### src/rtl/plock_pkg.sv
package plock_pkg;

    // Default build choices for the lock detector.
    localparam int unsigned PL_SYNC_STAGES = 2;
    localparam int unsigned PL_WIDE_LIMIT  = 2;   // clocks high that make a pulse wide
    localparam int unsigned PL_GOOD_RUN    = 8;   // clean periods needed to lock

    // The two pump drive lines travel together through the synchronizer.
    typedef struct packed {
        logic up;
        logic dn;
    } pump_pair_t;

    localparam int unsigned PUMP_PAIR_W = $bits(pump_pair_t);

    // Width of a counter that must hold values 0..max_val.
    function automatic int unsigned count_bits(input int unsigned max_val);
        return (max_val < 2) ? 1 : $clog2(max_val + 1);
    endfunction

    // True when either pump line is driving.
    function automatic logic pump_active(input pump_pair_t p);
        return p.up | p.dn;
    endfunction

endpackage

### src/rtl/plock_sync.sv
module plock_sync #(
    parameter int unsigned STAGES = plock_pkg::PL_SYNC_STAGES,
    parameter int unsigned WIDTH  = plock_pkg::PUMP_PAIR_W
) (
    input  logic             clk,
    input  logic             rst,
    input  logic [WIDTH-1:0] async_in,
    output logic [WIDTH-1:0] sync_out
);

    logic [STAGES-1:0][WIDTH-1:0] chain_q;

    generate
        for (genvar s = 0; s < STAGES; s++) begin : g_stage
            if (s == 0) begin : g_first
                always_ff @(posedge clk) begin
                    if (rst) chain_q[s] <= '0;
                    else     chain_q[s] <= async_in;
                end
            end else begin : g_next
                always_ff @(posedge clk) begin
                    if (rst) chain_q[s] <= '0;
                    else     chain_q[s] <= chain_q[s-1];
                end
            end
        end
    endgenerate

    assign sync_out = chain_q[STAGES-1];

endmodule

### src/rtl/plock_width_meter.sv
module plock_width_meter #(
    parameter int unsigned WIDE_LIMIT = plock_pkg::PL_WIDE_LIMIT
) (
    input  logic                   clk,
    input  logic                   rst,
    input  plock_pkg::pump_pair_t  pump_s,
    output logic                   wide_hit
);

    localparam int unsigned CW = plock_pkg::count_bits(WIDE_LIMIT);
    localparam logic [CW-1:0] CNT_MAX  = CW'(WIDE_LIMIT);
    localparam logic [CW-1:0] CNT_EDGE = CW'(WIDE_LIMIT - 1);

    logic          active;
    logic [CW-1:0] high_cnt;

    assign active = plock_pkg::pump_active(pump_s);

    // Count crystal clocks with a pump line high; saturate at the limit.
    always_ff @(posedge clk) begin
        if (rst) begin
            high_cnt <= '0;
        end else if (!active) begin
            high_cnt <= '0;
        end else if (high_cnt != CNT_MAX) begin
            high_cnt <= high_cnt + 1'b1;
        end
    end

    // One registered event per pulse, when its width first reaches the limit.
    always_ff @(posedge clk) begin
        if (rst) wide_hit <= 1'b0;
        else     wide_hit <= active && (high_cnt == CNT_EDGE);
    end

    AST_CNT_BOUND: assert property (@(posedge clk) disable iff (rst)
        high_cnt <= CNT_MAX);

    AST_WIDE_ONE_SHOT: assert property (@(posedge clk) disable iff (rst)
        wide_hit |=> !wide_hit);

    AST_IDLE_NO_WIDE: assert property (@(posedge clk) disable iff (rst)
        !active |=> !wide_hit);

endmodule

### src/rtl/plock_run_tracker.sv
module plock_run_tracker #(
    parameter int unsigned GOOD_RUN = plock_pkg::PL_GOOD_RUN
) (
    input  logic clk,
    input  logic rst,
    input  logic ref_tick,
    input  logic wide_hit,
    output logic lock_flag
);

    localparam int unsigned RW = plock_pkg::count_bits(GOOD_RUN);
    localparam logic [RW-1:0] RUN_FULL = RW'(GOOD_RUN);
    localparam logic [RW-1:0] RUN_LAST = RW'(GOOD_RUN - 1);

    logic [RW-1:0] run_cnt;
    logic          period_dirty;
    logic          tick_clean;

    // The period that this tick closes had no wide pulse.
    assign tick_clean = ref_tick && !period_dirty && !wide_hit;

    always_ff @(posedge clk) begin
        if (rst) begin
            run_cnt      <= '0;
            period_dirty <= 1'b0;
        end else if (ref_tick) begin
            period_dirty <= 1'b0;
            if (!tick_clean)          run_cnt <= '0;
            else if (run_cnt != RUN_FULL) run_cnt <= run_cnt + 1'b1;
        end else if (wide_hit) begin
            period_dirty <= 1'b1;
            run_cnt      <= '0;
        end
    end

    // Fast clear on any wide pulse, slow set after a full clean run.
    always_ff @(posedge clk) begin
        if (rst)                                   lock_flag <= 1'b0;
        else if (wide_hit)                         lock_flag <= 1'b0;
        else if (tick_clean && run_cnt == RUN_LAST) lock_flag <= 1'b1;
    end

    AST_RESET_CLEARS: assert property (@(posedge clk)
        rst |=> !lock_flag);

    AST_WIDE_DROPS_LOCK: assert property (@(posedge clk) disable iff (rst)
        wide_hit |=> !lock_flag);

    AST_RISE_ON_TICK: assert property (@(posedge clk) disable iff (rst)
        $rose(lock_flag) |-> $past(ref_tick));

    AST_RISE_AFTER_RUN: assert property (@(posedge clk) disable iff (rst)
        $rose(lock_flag) |-> ($past(run_cnt) == RUN_LAST));

    AST_RUN_BOUND: assert property (@(posedge clk) disable iff (rst)
        run_cnt <= RUN_FULL);

    AST_DIRTY_ZEROES_RUN: assert property (@(posedge clk) disable iff (rst)
        (ref_tick && period_dirty) |=> (run_cnt == '0));

    AST_LOCK_HOLDS: assert property (@(posedge clk) disable iff (rst)
        (lock_flag && !wide_hit) |=> lock_flag);

endmodule

### src/rtl/pump_lock_detector.sv
module pump_lock_detector #(
    parameter int unsigned SYNC_STAGES = plock_pkg::PL_SYNC_STAGES,
    parameter int unsigned WIDE_LIMIT  = plock_pkg::PL_WIDE_LIMIT,
    parameter int unsigned GOOD_RUN    = plock_pkg::PL_GOOD_RUN
) (
    input  logic clk,
    input  logic rst,
    input  logic ref_tick,
    input  logic pump_up,
    input  logic pump_dn,
    output logic lock_flag
);

    import plock_pkg::*;

    pump_pair_t pump_raw;
    pump_pair_t pump_s;
    logic       wide_hit;

    assign pump_raw.up = pump_up;
    assign pump_raw.dn = pump_dn;

    plock_sync #(
        .STAGES (SYNC_STAGES),
        .WIDTH  (PUMP_PAIR_W)
    ) u_sync (
        .clk      (clk),
        .rst      (rst),
        .async_in (pump_raw),
        .sync_out (pump_s)
    );

    plock_width_meter #(
        .WIDE_LIMIT (WIDE_LIMIT)
    ) u_meter (
        .clk      (clk),
        .rst      (rst),
        .pump_s   (pump_s),
        .wide_hit (wide_hit)
    );

    plock_run_tracker #(
        .GOOD_RUN (GOOD_RUN)
    ) u_tracker (
        .clk       (clk),
        .rst       (rst),
        .ref_tick  (ref_tick),
        .wide_hit  (wide_hit),
        .lock_flag (lock_flag)
    );

endmodule

### config.mk
export PLATFORM = sky130hd
export DESIGN_NAME = pump_lock_detector
export DESIGN_NICKNAME = d
export VERILOG_FILES = /design/src/rtl/plock_pkg.sv /design/src/rtl/plock_sync.sv /design/src/rtl/plock_width_meter.sv /design/src/rtl/plock_run_tracker.sv /design/src/rtl/pump_lock_detector.sv
export SDC_FILE = /design/constraint.sdc
export NUM_CORES = 1
export LEC_CHECK = 0
export ABC_AREA = 0
export ABC_CLOCK_PERIOD_IN_PS = 1300
export BUFFER_PORTS_ARGS = -buffer_cell sky130_fd_sc_hd__buf_4
export CAP_MARGIN = 20
export CORE_AREA = 3 3 40 42
export DETAILED_ROUTE_END_ITERATION = 7
export DIE_AREA = 0 0 43 45
export SLEW_MARGIN = 25
export SYNTH_ARGS = -nofsm -noshare
export SYNTH_HDL_FRONTEND = slang
export SYNTH_SLANG_ARGS = --single-unit
### constraint.sdc
create_clock -name clk -period 1.3 [get_ports clk]
set_input_delay 0 -clock clk [delete_from_list [all_inputs] [get_ports clk]]
set_output_delay 0 -clock clk [all_outputs]
set_load 0.1 [all_outputs]
# After elaboration in Yosys (flattened, before gate mapping)
# Index checks and enable logic that the tools add are counted.
# classes
addsub	2
eq_ne	5
muxes	4
n_bitwise	2
n_reduce_logical	11
# op_table
operator	count
4-bit two-way mux	4
2-bit OR reduction	3
4-bit by 1-bit adder with 4-bit output (second input constant)	1
4-bit by 3-bit equality test with 1-bit output (second input constant)	1
1-bit logical AND	4
4-bit != test (second input constant)	1
3-bit != test (second input constant)	1
2-bit by 1-bit adder with 2-bit output (second input constant)	1
2-bit by 1-bit equality test with 1-bit output (second input constant)	1
1-bit logical NOT	2
2-bit != test (second input constant)	1
2-bit AND reduction	1
2-bit nonzero test	1
1-bit inverter	1
1-bit OR	1
# totals
register_bits	13

# Logic depth before layout (Yosys ltp)
# logic_depth
ltp_word	5
ltp_mapped	5

# By module
# A second synthesis with hierarchy kept.
# unflattened
cells_unflattened	56
hier_area_um2	580.6
# modules_own_cells
module	n_inst	cells_per_inst	area_per_inst_um2
plock_run_tracker	1	32	310.3
plock_width_meter	1	14	150.1
plock_sync	1	10	120.1

# Least setup slack after synthesis
# OpenSTA, ideal clock, no wires.
# synth_timing
kind	register -> register
startpoint	reg, netlist name u_tracker.lock_flag
endpoint	reg u_tracker.lock_flag
setup_ns	0.079
arrival_ns	1.132
t_required_ns	1.221
slack_ns	0.089
path_stages_with_launch	3
path_buffers	0
period_less_slack_ns	1.211
path_cell_list	dfxtp_1 a31oi_1 nor3_1
# synth_rtl
item	line_no	text
end signal: assignment	plock_run_tracker.sv:38	if (rst) lock_flag <= 1'b0;
end signal: assignment	plock_run_tracker.sv:39	else if (wide_hit) lock_flag <= 1'b0;
end signal: assignment	plock_run_tracker.sv:40	else if (tick_clean && run_cnt == RUN_LAST) lock_flag <= 1'b1;
end: declaration	plock_run_tracker.sv:8	output logic lock_flag

# Worst setup path in the final report
# layout_timing
startpoint	reg u_tracker.run_cnt[1]
endpoint	reg u_tracker.run_cnt[1]
# layout_between
elab_chain_cells	4
elab_cells_between_ends	7
classes_between	add/sub: 1; eq/ne: 2; mux: 3; reduce/logical: 1
# layout_rtl
item	line_no	text
start: declaration	plock_run_tracker.sv:15	logic [RW-1:0] run_cnt;
start signal: assignment	plock_run_tracker.sv:29	else if (run_cnt != RUN_FULL) run_cnt <= run_cnt + 1'b1;
4-bit by 1-bit adder with 4-bit output	plock_run_tracker.sv:29	
4-bit two-way mux	plock_run_tracker.sv:29	
4-bit two-way mux	plock_run_tracker.sv:28	if (!tick_clean) run_cnt <= '0;
4-bit two-way mux	plock_run_tracker.sv:26	end else if (ref_tick) begin
# Several ways; a longest one is shown, not always the timed one. The select of a mux whose other input is x is not followed.
# A chain may end at the register's enable or synchronous reset.

==> out/qor.yml <==
setup_path:
  arrival_ns: 1.39
  cpPeakStageDelay_ns: 0.34
  cp_data_required_time_ns: 1.48
  critPathLaunchType: "flip-flop"
  path_class: "reg -> reg"
  cp-end-kind: "flip-flop"
  cp_max_fo: 5
  cp_slowest_cell: "dfxtp_2"
  regToRegSetupSlack_ns: 0.09
  cp_cell_sequence: "inv_1 > ha_2 > nand4bb_4 > and4b_1 > o21a_1"
sta:
  slew_headroom_pct: 81.7
  skew_ns: 0.000646
  max_clock_freq_mhz: 828
  finalHoldViolCount: 0
  fin_crit_sh_pct: 92.9
  worst_pin_slew_ns: 0.274
  rsz0062_at_grt: "false"
  fin_crit_ns: 1.21
  whs_ns: 0.442
  tns_ns: 0
  setup_violations: 0
  drv_slew: 0
  setup_ws_ns: 0.0917
place:
  place_inst: 76
  gp_congestion: 0.824
  hpwl_um: 636
  port_buffers: 5
  dpl_cell_area_um2: 612
  dp_slack_ns: 0.0870
detailed_routing:
  num_vias: 420
  drtIter0Drc: 7
  drc: 0
  drt_pre_antenna_iters: 4
  wl_per_cell_um: 10.9
  vias_per_cell: 4.83
  drtAntennaViolNets: 0
  wirelength_um: 945
logic_synthesis:
  yosys-top-cells-count: "dfxtp_1, nor2_1, inv_1"
  netlist-cell-type-count: 18
  yosysMostFrequentCell: "dfxtp_1"
  synth_edf_count: 0
  synthesis.instances: 55
  async_flop_share_pct: 0
  synth_warnings: 0
  yosysTopAreaCellShare_pct: 47.5
  synth_area_um2: 548
  synth_ff_type: "dfxtp_1"
  synth_nets: 64
  syn_avg_cell_area_um2: 9.96
  synth_largest_area_cell: "dfxtp_1"
  synth_seq_cells: 13
  ys_seq_area_share_pct: 47.5
  yosys-top-cells-area: "dfxtp_1, ha_1, nand4bb_4, nor2_1, nor2b_1"
clock_network:
  cts_buffer_depth: 2
  cts_tree: "done"
  clk_latency_ns: 0.28
  path_clk_slew_ns: 0.08
  cts-root-buf: "clkbuf_4"
  htree_levels: 1
  cts_sinks: 13
  numCtsBuffers: 3
finish:
  fin_cells: 87
  drive_above_1_share_pct: 20.8
  diodes: 0
  design_area_um2: 717
  utilization_pct: 55.8
  num-nets-final: 82
  fillers: 110
  area_growth_pct: 30.8
grt:
  grt_max_degree: 9
  grtUsageTotal_pct: 12.1
  antenna_found_initial: 0
  grt_pass1_vias: 400
  grt.overflow.total: 0
  grt_pass1_wl_mm: 1.64
worst_hold_path:
  hp-class: "reg -> reg"
die:
  die_x_um: 43
  ios: 6
  die-area_um2: 1940
  initial_utilization_pct: 42.6
  core_area_um2: 1280
  rows: 13
  die_h_um: 45
power_and_ir_drop:
  ir_drop_mv: 0.592
  power_density_nw_per_um2: 1050
  leakage_nw: 0.297
  finalPower_uw: 755
run:
  max-cap-violations: 0
status:
  status: "complete, no violations"
[sequential cells by signal (all words and copies together) (netlist names)]
register and cells:
u_sync.sync_out 2, u_tracker.run_cnt 4, u_meter.wide_hit 1, u_tracker.lock_flag 1, u_tracker.period_dirty 1, u_sync.chain_q 2
u_meter.high_cnt 2
[per-layer routing]
layer  track usage (%)  vias to the layer above  routed length, µm
met5                 0                        -                  0
met4              10.8                        0                 38
met3              3.59                        5                 39
met2              17.4                       10                390
met1              14.7                      182                477
li1                  -                      223                  -
[cell families (layout without fill, tap and decap cells)]
family	Yosys count	in the layout	synth area share, %
XOR/XNOR	1	1	1.60
adder cells (fa/ha/maj)	4	4	9.13
flip-flops	13	13	47.5
AND/OR/NAND/NOR	18	18	23.3
AO/OA/AOI/OAI	13	13	14.4
buffers and inverters	6	23	4.11
[report_power, final]
part | internal (mW) | switching [mW] | leakage [nW] | total (mW)
clock | 0.114 | 0.145 | 0.0177 | 0.260
combinational | 0.0452 | 0.0332 | 0.172 | 0.0784
sequential | 0.409 | 0.00723 | 0.107 | 0.417
total | 0.569 | 0.186 | 0.297 | 0.755
[final cells by class]
| type | instances | area, µm² | share of cell area (%) |
|---|---|---|---|
| multi-input combinational | 36 | 268 | 37.3 |
| sequential | 13 | 265 | 37.0 |
| timing repair buffer | 13 | 115 | 16.1 |
| clock buffer | 3 | 22.5 | 3.14 |
| inverter | 6 | 22.5 | 3.14 |
| tap | 15 | 18.8 | 2.62 |
| clock inverter | 1 | 5.00 | 0.698 |
[timing repair]
item                                    4_1_cts  5_1_grt
endpoints found under the setup margin        0        2
hold buffers                                  7        0
resized for setup                             0        4
endpoints found under the hold margin         6        0
setup buffers                                 0        0
[critical path: cells and delay by family (launching register included)]
family          cells  cell delay, ns
simple gates        2            0.34
buf+inv             1            0.08
compound gates      1            0.16
flops               1            0.34
fa+ha+maj           1            0.19
[path summary, 6_finish.rpt]
kind | start | endpoint | cells after the start
worst max-delay path | u_tracker.run_cnt[1] | u_tracker.run_cnt[1] | 5
worst min-delay path | u_sync.chain_q[0] | u_sync.sync_out[0] | 1
worst max register to register | u_tracker.run_cnt[1] | u_tracker.run_cnt[1] | 5
worst min register to register | u_sync.chain_q[0] | u_sync.sync_out[0] | 1
[cells in the final DEF (no fill, tap or decap), types with 2 or more instances in the layout]
cell type and n:
dfxtp_1 11, nor2_1 7, dlygate4sd3_1 7, inv_1 6, buf_4 6, a21oi_1 4
nor2b_1 4, a31oi_1 3, ha_1 3, clkbuf_4 3, nor3_1 2, o21ai_0 2
o21a_1 2
(Power assumes the default switching activity.)
